===== src/rtl/mpboot_pkg.sv =====
package mpboot_pkg;
  localparam int DATA_W     = 64;
  localparam int OFF_ID     = 0;
  localparam int OFF_COUNT  = 1;
  localparam int OFF_START  = 2;
  localparam int OFF_BADDR  = 3;
  localparam int OFF_BSTACK = 4;
  localparam int OFF_PAUSE  = 5;
  localparam int OFF_RESUME = 6;

  typedef struct packed {
    logic id;
    logic count;
    logic start;
    logic baddr;
    logic bstack;
    logic pause;
    logic resume;
    logic hit;
  } sel_t;
endpackage


===== src/rtl/mpboot_decode.sv =====
module mpboot_decode
  import mpboot_pkg::*;
#(
  parameter int OFF_W = 3
) (
  input  logic [OFF_W-1:0] offset,
  output sel_t             sel
);
  always_comb begin
    sel = '0;
    case (int'(offset))
      OFF_ID:     sel.id     = 1'b1;
      OFF_COUNT:  sel.count  = 1'b1;
      OFF_START:  sel.start  = 1'b1;
      OFF_BADDR:  sel.baddr  = 1'b1;
      OFF_BSTACK: sel.bstack = 1'b1;
      OFF_PAUSE:  sel.pause  = 1'b1;
      OFF_RESUME: sel.resume = 1'b1;
      default:    sel        = '0;
    endcase
    sel.hit = sel.id | sel.count | sel.start | sel.baddr |
              sel.bstack | sel.pause | sel.resume;
  end
endmodule


===== src/rtl/mpboot_wide_reg.sv =====
module mpboot_wide_reg
  import mpboot_pkg::*;
#(
  parameter logic [DATA_W-1:0] RST_VAL = '0
) (
  input  logic              clk,
  input  logic              rst,
  input  logic              wr_en,
  input  logic              wide,
  input  logic [DATA_W-1:0] wdata,
  output logic [DATA_W-1:0] q
);
  logic [DATA_W-1:0] d_val;

  always_comb begin
    if (wide) d_val = wdata;
    else      d_val = {{(DATA_W-32){wdata[31]}}, wdata[31:0]};
  end

  always_ff @(posedge clk) begin
    if (rst)        q <= RST_VAL;
    else if (wr_en) q <= d_val;
  end

  // narrow write with bit 31 set fills the upper half with ones
  p_sext_r5: assert property (@(posedge clk) disable iff (rst)
    (wr_en && !wide && wdata[31]) |=> (q[DATA_W-1:32] == '1));
  // narrow write with bit 31 clear zeroes the upper half
  p_zext_r5: assert property (@(posedge clk) disable iff (rst)
    (wr_en && !wide && !wdata[31]) |=> (q[DATA_W-1:32] == '0));
endmodule


===== src/rtl/mpboot_run_ctrl.sv =====
module mpboot_run_ctrl
  import mpboot_pkg::*;
#(
  parameter int N_CORES = 4,
  parameter int IDX_W   = 2
) (
  input  logic               clk,
  input  logic               rst,
  input  logic               start_fire,
  input  logic               pause_fire,
  input  logic               resume_fire,
  input  logic [IDX_W-1:0]   idx,
  input  logic [DATA_W-1:0]  pc_in,
  input  logic [DATA_W-1:0]  sp_in,
  output logic [N_CORES-1:0] run_en,
  output logic [N_CORES-1:0] start_pulse,
  output logic [DATA_W-1:0]  start_pc,
  output logic [DATA_W-1:0]  start_sp
);
  logic [N_CORES-1:0] sel_mask;

  always_comb sel_mask = N_CORES'(1) << idx;

  always_ff @(posedge clk) begin
    if (rst) begin
      run_en      <= N_CORES'(1);
      start_pulse <= '0;
      start_pc    <= '0;
      start_sp    <= '0;
    end else begin
      start_pulse <= '0;
      if (start_fire) begin
        start_pulse <= sel_mask;
        run_en      <= run_en | sel_mask;
        start_pc    <= pc_in;
        start_sp    <= sp_in;
      end else if (pause_fire) begin
        run_en <= run_en & sel_mask;
      end else if (resume_fire) begin
        run_en <= run_en | ~sel_mask;
      end
    end
  end

  // at most one core is strobed at a time
  p_pulse_onehot_r4: assert property (@(posedge clk) disable iff (rst)
    $onehot0(start_pulse));
  // a strobed core is running
  p_pulse_runs_r4: assert property (@(posedge clk) disable iff (rst)
    ((run_en & start_pulse) == start_pulse));
  // after pause only the exempt core may still run
  p_pause_others_r6: assert property (@(posedge clk) disable iff (rst)
    pause_fire |=> ((run_en & ~$past(sel_mask)) == '0));
  // the exempt core keeps its state
  p_pause_keep_r6: assert property (@(posedge clk) disable iff (rst)
    pause_fire |=> ((run_en & $past(sel_mask)) == ($past(run_en) & $past(sel_mask))));
  // after resume every other core runs
  p_resume_others_r7: assert property (@(posedge clk) disable iff (rst)
    resume_fire |=> ((run_en | $past(sel_mask)) == '1));
endmodule


===== src/rtl/mpboot_ctrl.sv =====
module mpboot_ctrl
  import mpboot_pkg::*;
#(
  parameter int                N_CORES     = 4,
  parameter int                OFF_W       = 3,
  parameter logic [DATA_W-1:0] BOOT_PC_RST = 64'hFFFF_FFFF_BFC0_0000,
  parameter logic [DATA_W-1:0] BOOT_SP_RST = 64'hFFFF_FFFF_A000_7F00,
  localparam int               IDX_W       = (N_CORES > 1) ? $clog2(N_CORES) : 1
) (
  input  logic               clk,
  input  logic               rst,
  input  logic               req_valid,
  input  logic               req_write,
  input  logic               req_wide,
  input  logic [OFF_W-1:0]   req_offset,
  input  logic [DATA_W-1:0]  req_wdata,
  input  logic [IDX_W-1:0]   req_core_id,
  output logic               rsp_valid,
  output logic [DATA_W-1:0]  rsp_rdata,
  output logic               rsp_err,
  output logic [N_CORES-1:0] run_en,
  output logic [N_CORES-1:0] start_pulse,
  output logic [DATA_W-1:0]  start_pc,
  output logic [DATA_W-1:0]  start_sp
);
  sel_t              sel;
  logic              wr, rd, idx_ok;
  logic              start_fire, pause_fire, resume_fire;
  logic [DATA_W-1:0] boot_pc, boot_sp, rd_val;

  mpboot_decode #(.OFF_W(OFF_W)) u_dec (.offset(req_offset), .sel(sel));

  always_comb begin
    wr          = req_valid & req_write;
    rd          = req_valid & ~req_write;
    idx_ok      = (req_wdata < DATA_W'(N_CORES));
    start_fire  = wr & sel.start  & idx_ok;
    pause_fire  = wr & sel.pause  & idx_ok;
    resume_fire = wr & sel.resume & idx_ok;
  end

  mpboot_wide_reg #(.RST_VAL(BOOT_PC_RST)) u_pc_reg (
    .clk(clk), .rst(rst), .wr_en(wr & sel.baddr), .wide(req_wide),
    .wdata(req_wdata), .q(boot_pc));

  mpboot_wide_reg #(.RST_VAL(BOOT_SP_RST)) u_sp_reg (
    .clk(clk), .rst(rst), .wr_en(wr & sel.bstack), .wide(req_wide),
    .wdata(req_wdata), .q(boot_sp));

  mpboot_run_ctrl #(.N_CORES(N_CORES), .IDX_W(IDX_W)) u_run (
    .clk(clk), .rst(rst),
    .start_fire(start_fire), .pause_fire(pause_fire), .resume_fire(resume_fire),
    .idx(req_wdata[IDX_W-1:0]), .pc_in(boot_pc), .sp_in(boot_sp),
    .run_en(run_en), .start_pulse(start_pulse),
    .start_pc(start_pc), .start_sp(start_sp));

  always_comb begin
    rd_val = '0;
    if (rd) begin
      if (sel.id)     rd_val = DATA_W'(req_core_id);
      if (sel.count)  rd_val = DATA_W'(N_CORES);
      if (sel.baddr)  rd_val = boot_pc;
      if (sel.bstack) rd_val = boot_sp;
    end
  end

  always_ff @(posedge clk) begin
    if (rst) begin
      rsp_valid <= 1'b0;
      rsp_err   <= 1'b0;
      rsp_rdata <= '0;
    end else begin
      rsp_valid <= req_valid;
      rsp_err   <= req_valid & ~sel.hit;
      rsp_rdata <= rd_val;
    end
  end

  // an error response carries no data
  p_err_zero_r9: assert property (@(posedge clk) disable iff (rst)
    rsp_err |-> (rsp_valid && rsp_rdata == '0));
  // every access is answered next cycle
  p_rsp_follows_r2: assert property (@(posedge clk) disable iff (rst)
    req_valid |=> rsp_valid);
  // out-of-range start index yields no strobe
  p_bad_start_r8: assert property (@(posedge clk) disable iff (rst)
    (wr && sel.start && !idx_ok) |=> (start_pulse == '0));
  // out-of-range pause/resume index leaves run enables alone
  p_bad_idx_r8: assert property (@(posedge clk) disable iff (rst)
    (wr && (sel.pause || sel.resume) && !idx_ok) |=> (run_en == $past(run_en)));
  // the strobe carries the boot values present at the start write
  p_pulse_value_r11: assert property (@(posedge clk) disable iff (rst)
    (start_fire) |=> (start_pc == $past(boot_pc) && start_sp == $past(boot_sp)));
endmodule


===== config.mk =====
export PLATFORM = sky130hd
export DESIGN_NAME = mpboot_ctrl
export DESIGN_NICKNAME = d
export VERILOG_FILES = /design/src/rtl/mpboot_pkg.sv /design/src/rtl/mpboot_decode.sv /design/src/rtl/mpboot_wide_reg.sv /design/src/rtl/mpboot_run_ctrl.sv /design/src/rtl/mpboot_ctrl.sv
export SDC_FILE = /design/constraint.sdc
export NUM_CORES = 1
export LEC_CHECK = 0
export ABC_AREA = 1
export BUFFER_PORTS_ARGS = -buffer_cell sky130_fd_sc_hd__buf_4
export CAP_MARGIN = 20
export CORE_ASPECT_RATIO = 1.2
export CORE_MARGIN = 10
export CORE_UTILIZATION = 54
export DETAILED_ROUTE_END_ITERATION = 8
export PLACE_DENSITY = 0.8
export RECOVER_POWER = 25
export SLEW_MARGIN = 10
export SYNTH_ARGS = -nofsm -noshare
export SYNTH_HDL_FRONTEND = slang
export SYNTH_HIERARCHICAL = 1
export SYNTH_SLANG_ARGS = --single-unit

===== constraint.sdc =====
create_clock -name clk -period 1.8 [get_ports clk]
set_input_delay 0.09 -clock clk [delete_from_list [all_inputs] [get_ports clk]]
set_output_delay 0.09 -clock clk [all_outputs]
set_load 0.02 [all_outputs]

==> metrics.csv <==
stage,metric,value,unit
run_status,status,finished with violations,
run_status,failed_checks,negative setup slack,
critical_path,critPathArrivalTime,2300,ps
timing,setup_viol,1,
finish,syn2layout_area_growth,30.6,%
critical_path,timing.reg2reg.worst_path_depth,2,
finish,final_cell_mix,"nand2_1 (449), nor2_1 (347), dfxtp_1 (330)",
floorplan,initial_core_util,55.3,%
clocking,numCtsBuffers,31,
floorplan,coreArea,22600,sq um
critical_path,crit_fanout,19,
detailed_routing,ant_nets,0,
clocking,cts_max_level,1,
timing,hold_viol_final,0,
pwr,p_seq_share,50.0,%
timing,drv_slew,0,
clocking,cts.sinks,330,
floorplan,die_x,159,um
yosys,synth_area,12500,sq um
finish,fin_nets,2050,
detailed_routing,wl,44100,um
floorplan,die_area,29700,sq um
pwr,power.density,912,nW/um^2
critical_path,endpoint,u_run/start_sp[13]$_SDFFE_PP0P_,
timing,slew_headroom,47.1,%
placed_design,dp_cells,2180,
detailed_routing,dr.first_iter.drc_count,1251,
global_route,grt_max_degree,78,
detailed_routing,viasPerCell,5.55,
clocking,clk_path_buf_depth,3,
yosys,yosysUniqueCellTypes,25,
clocking,cts-root-buf,clkbuf_16,
global_route,gr-total-overflow,0,
critical_path,timing.rr.end,u_sp_reg/q[15]$_SDFFE_PP0P_,
finish,drive_above_1_share,15.6,%
clocking,clock_latency,550,ps
floorplan,die_h,187,um
placed_design,place_ws,-27.2,ps
yosys,synth_nets,1755,
pwr,p_leak,0.00699,uW
detailed_routing,drc_errors,0,
critical_path,crit_path_end_kind,register,
timing,tightest_slew,794,ps
detailed_routing,wire_per_inst,19.0,um
detailed_routing,drt_first_pass_iters,6,
critical_path,slowest_delay,540,ps
global_route,grt_pass1_wl,64400,um
detailed_routing,vias,12800,
timing,hold_slack,11.2,ps
clocking,clkTransAtPathRegs,60,ps
yosys,synth_seq_cells,330,
global_route,grt_use_total,25.6,%
pwr,swShare,22.8,%
placed_design,gp_congestion,0.847,
timing,setup_ws,-18.5,ps
timing,fin_crit_sh,101,%
critical_path,reg2reg_slack,1050,ps
pwr,finalPower,14900,uW
floorplan,core.rowCount,60,
floorplan,num_io_pins,276,
critical_path,r2r-start,u_sp_reg/q[15]$_SDFFE_PP0P_,
yosys,seq_area_frac_synth,52.8,%
critical_path,slowest_stage,dlygate4sd3_1,
timing,fin_crit,1820,ps
global_route,grt_pass1_vias,12100,
pwr,pwr-share-clk,43.7,%
timing,max_freq,550,MHz
critical_path,critPathLaunchType,input pin,
placed_design,dp.final_hpwl,25100,um
clocking,cts_tree,done,
timing,finClkSkew,6.98,ps
critical_path,crit_chain,dlygate4sd3_1 -> buf_4 -> nor2_4 -> nand2_1 -> nor2_2 -> nand2_2 -> nor2_2 -> nand2_2 -> nor2_4 -> buf_12 -> clkbuf_16 -> o21ai_0 -> nor2_1,
yosys,ys_warn_count,6,
critical_path,startpoint,req_wdata[37],
pwr,combPwrFrac,6.3,%
placed_design,port_buffers,275,
hold_path,min_path_type,input pin to register,
yosys,synth_cells,1681,
finish,final_cells,2313,
critical_path,critPathKind,input pin to register,
critical_path,required,2280,ps
run,max_cap_viol_count,0,
finish,final_common_cell,nand2_1,
pwr,power.switching,3390,uW
global_route,grt_antenna_before_repair,3,
pwr,irDropWorstVdd,0.752,mV
pwr,p_int,11500,uW
yosys,postSynthAreaPerCell,7.44,sq um
==> sequential cells by signal, indices dropped and copies added (netlist names), named ones only <==
signal and cells:
rsp_rdata 64, u_pc_reg/q 64, u_run/start_pc 64, u_run/start_sp 64
u_sp_reg/q 64, u_run/start_pulse 4, rsp_err 1, rsp_valid 1
==> layer usage <==
layer,part of all wire [%],GRT usage [%],wire [um]
met1,37,31.4,16400
met4,4.0,9.49,1740
met2,48,43.3,21200
met3,11,5.39,4750
met5,0,0,0
==> worst min path at each step <==
stage / endpoint / cells past startpoint / from / slack, ps
after floorplan: register / 1 / rst / 160
after global placement: u_sp_reg/q[12]$_SDFFE_PP1P_ / 3 / req_wdata[12] / 320
after detailed placement: u_sp_reg/q[12]$_SDFFE_PP1P_ / 3 / req_wdata[12] / 330
after CTS: u_sp_reg/q[53]$_SDFFE_PP1P_ / 5 / req_wide / 5
after global routing: u_sp_reg/q[55]$_SDFFE_PP1P_ / 5 / req_wide / 40
final: u_sp_reg/q[9]$_SDFFE_PP1P_ / 4 / req_wdata[9] / 10
==> cell families (layout without fill, tap and decap cells) <==
kind of cell / Yosys count / in the layout / synth area share, %
flip-flops: 330 / 330 / 52.8
AND/OR/NAND/NOR: 899 / 899 / 27.6
buffers and inverters: 140 / 459 / 6.96
other: 0 / 3 / 0
AO/OA/AOI/OAI: 312 / 312 / 12.6
==> power groups by stage <==
| stage | Combinational (uW) | Sequential, uW | Clock (uW) |
|---|---|---|---|
| 3_5_place_dp | 792 | 7600 | 0 |
| 3_3_place_gp | 781 | 7600 | 0 |
| 4_1_cts | 925 | 7440 | 6550 |
| 2_1_floorplan | 439 | 7610 | 0 |
| 6_report | 944 | 7440 | 6500 |
| 5_1_grt | 1020 | 7450 | 6810 |
==> metrics by stage <==
step           setup TNS [ps]  cell area [sq um]  utilization [%]
6_report                -18.5              16300             72.2
5_1_grt                 -2840              16300             72.2
4_1_cts                     0              16300             72.3
3_5_place_dp             -113              14600             64.4
3_3_place_gp                0              14600             64.4
2_1_floorplan               0              12500                -
==> cells in the mapped netlist (all sizes together) <==
| cell | count | area, sq um |
|---|---|---|
| nand2 | 460 | 1750 |
| o21bai | 3 | 22.5 |
| buf | 83 | 637 |
| inv | 25 | 114 |
| a31oi | 2 | 12.5 |
| a21oi | 130 | 651 |
| or2 | 1 | 6.26 |
| nand3 | 25 | 130 |
| nand3b | 1 | 7.51 |
| clkbuf | 32 | 120 |
| o21ai | 177 | 886 |
| nor2 | 407 | 1530 |
| nand4 | 3 | 18.8 |
| dfxtp | 330 | 6610 |
| nor3 | 2 | 15.0 |
==> critical path, delay by kind of cell <==
kind | cells | cell delay [ps]
AO/OA/AOI/OAI | 1 | 140
buffers and inverters | 4 | 1100
AND/OR/NAND/NOR | 8 | 970
==> area by class of cell <==
| class | instances | area (sq um) |
|---|---|---|
| sequential | 330 | 6610 |
| inverter | 25 | 139 |
| fill | 1811 | 6270 |
| timing repair buffer | 375 | 2870 |
| timing repair inverter | 2 | 20.0 |
| tap | 310 | 388 |
| antenna | 3 | 7.51 |
| clock inverter | 10 | 80.1 |
| multi-input combinational | 1211 | 5270 |
| clock buffer | 47 | 946 |
==> timing repair <==
item                       4_1_cts  5_1_grt
gates resized for setup          0       95
setup buffers                    0        3
hold buffers                    74        0
setup endpoints to repair        0      136
hold endpoints to repair       139        0
(Power assumes the default switching activity.)
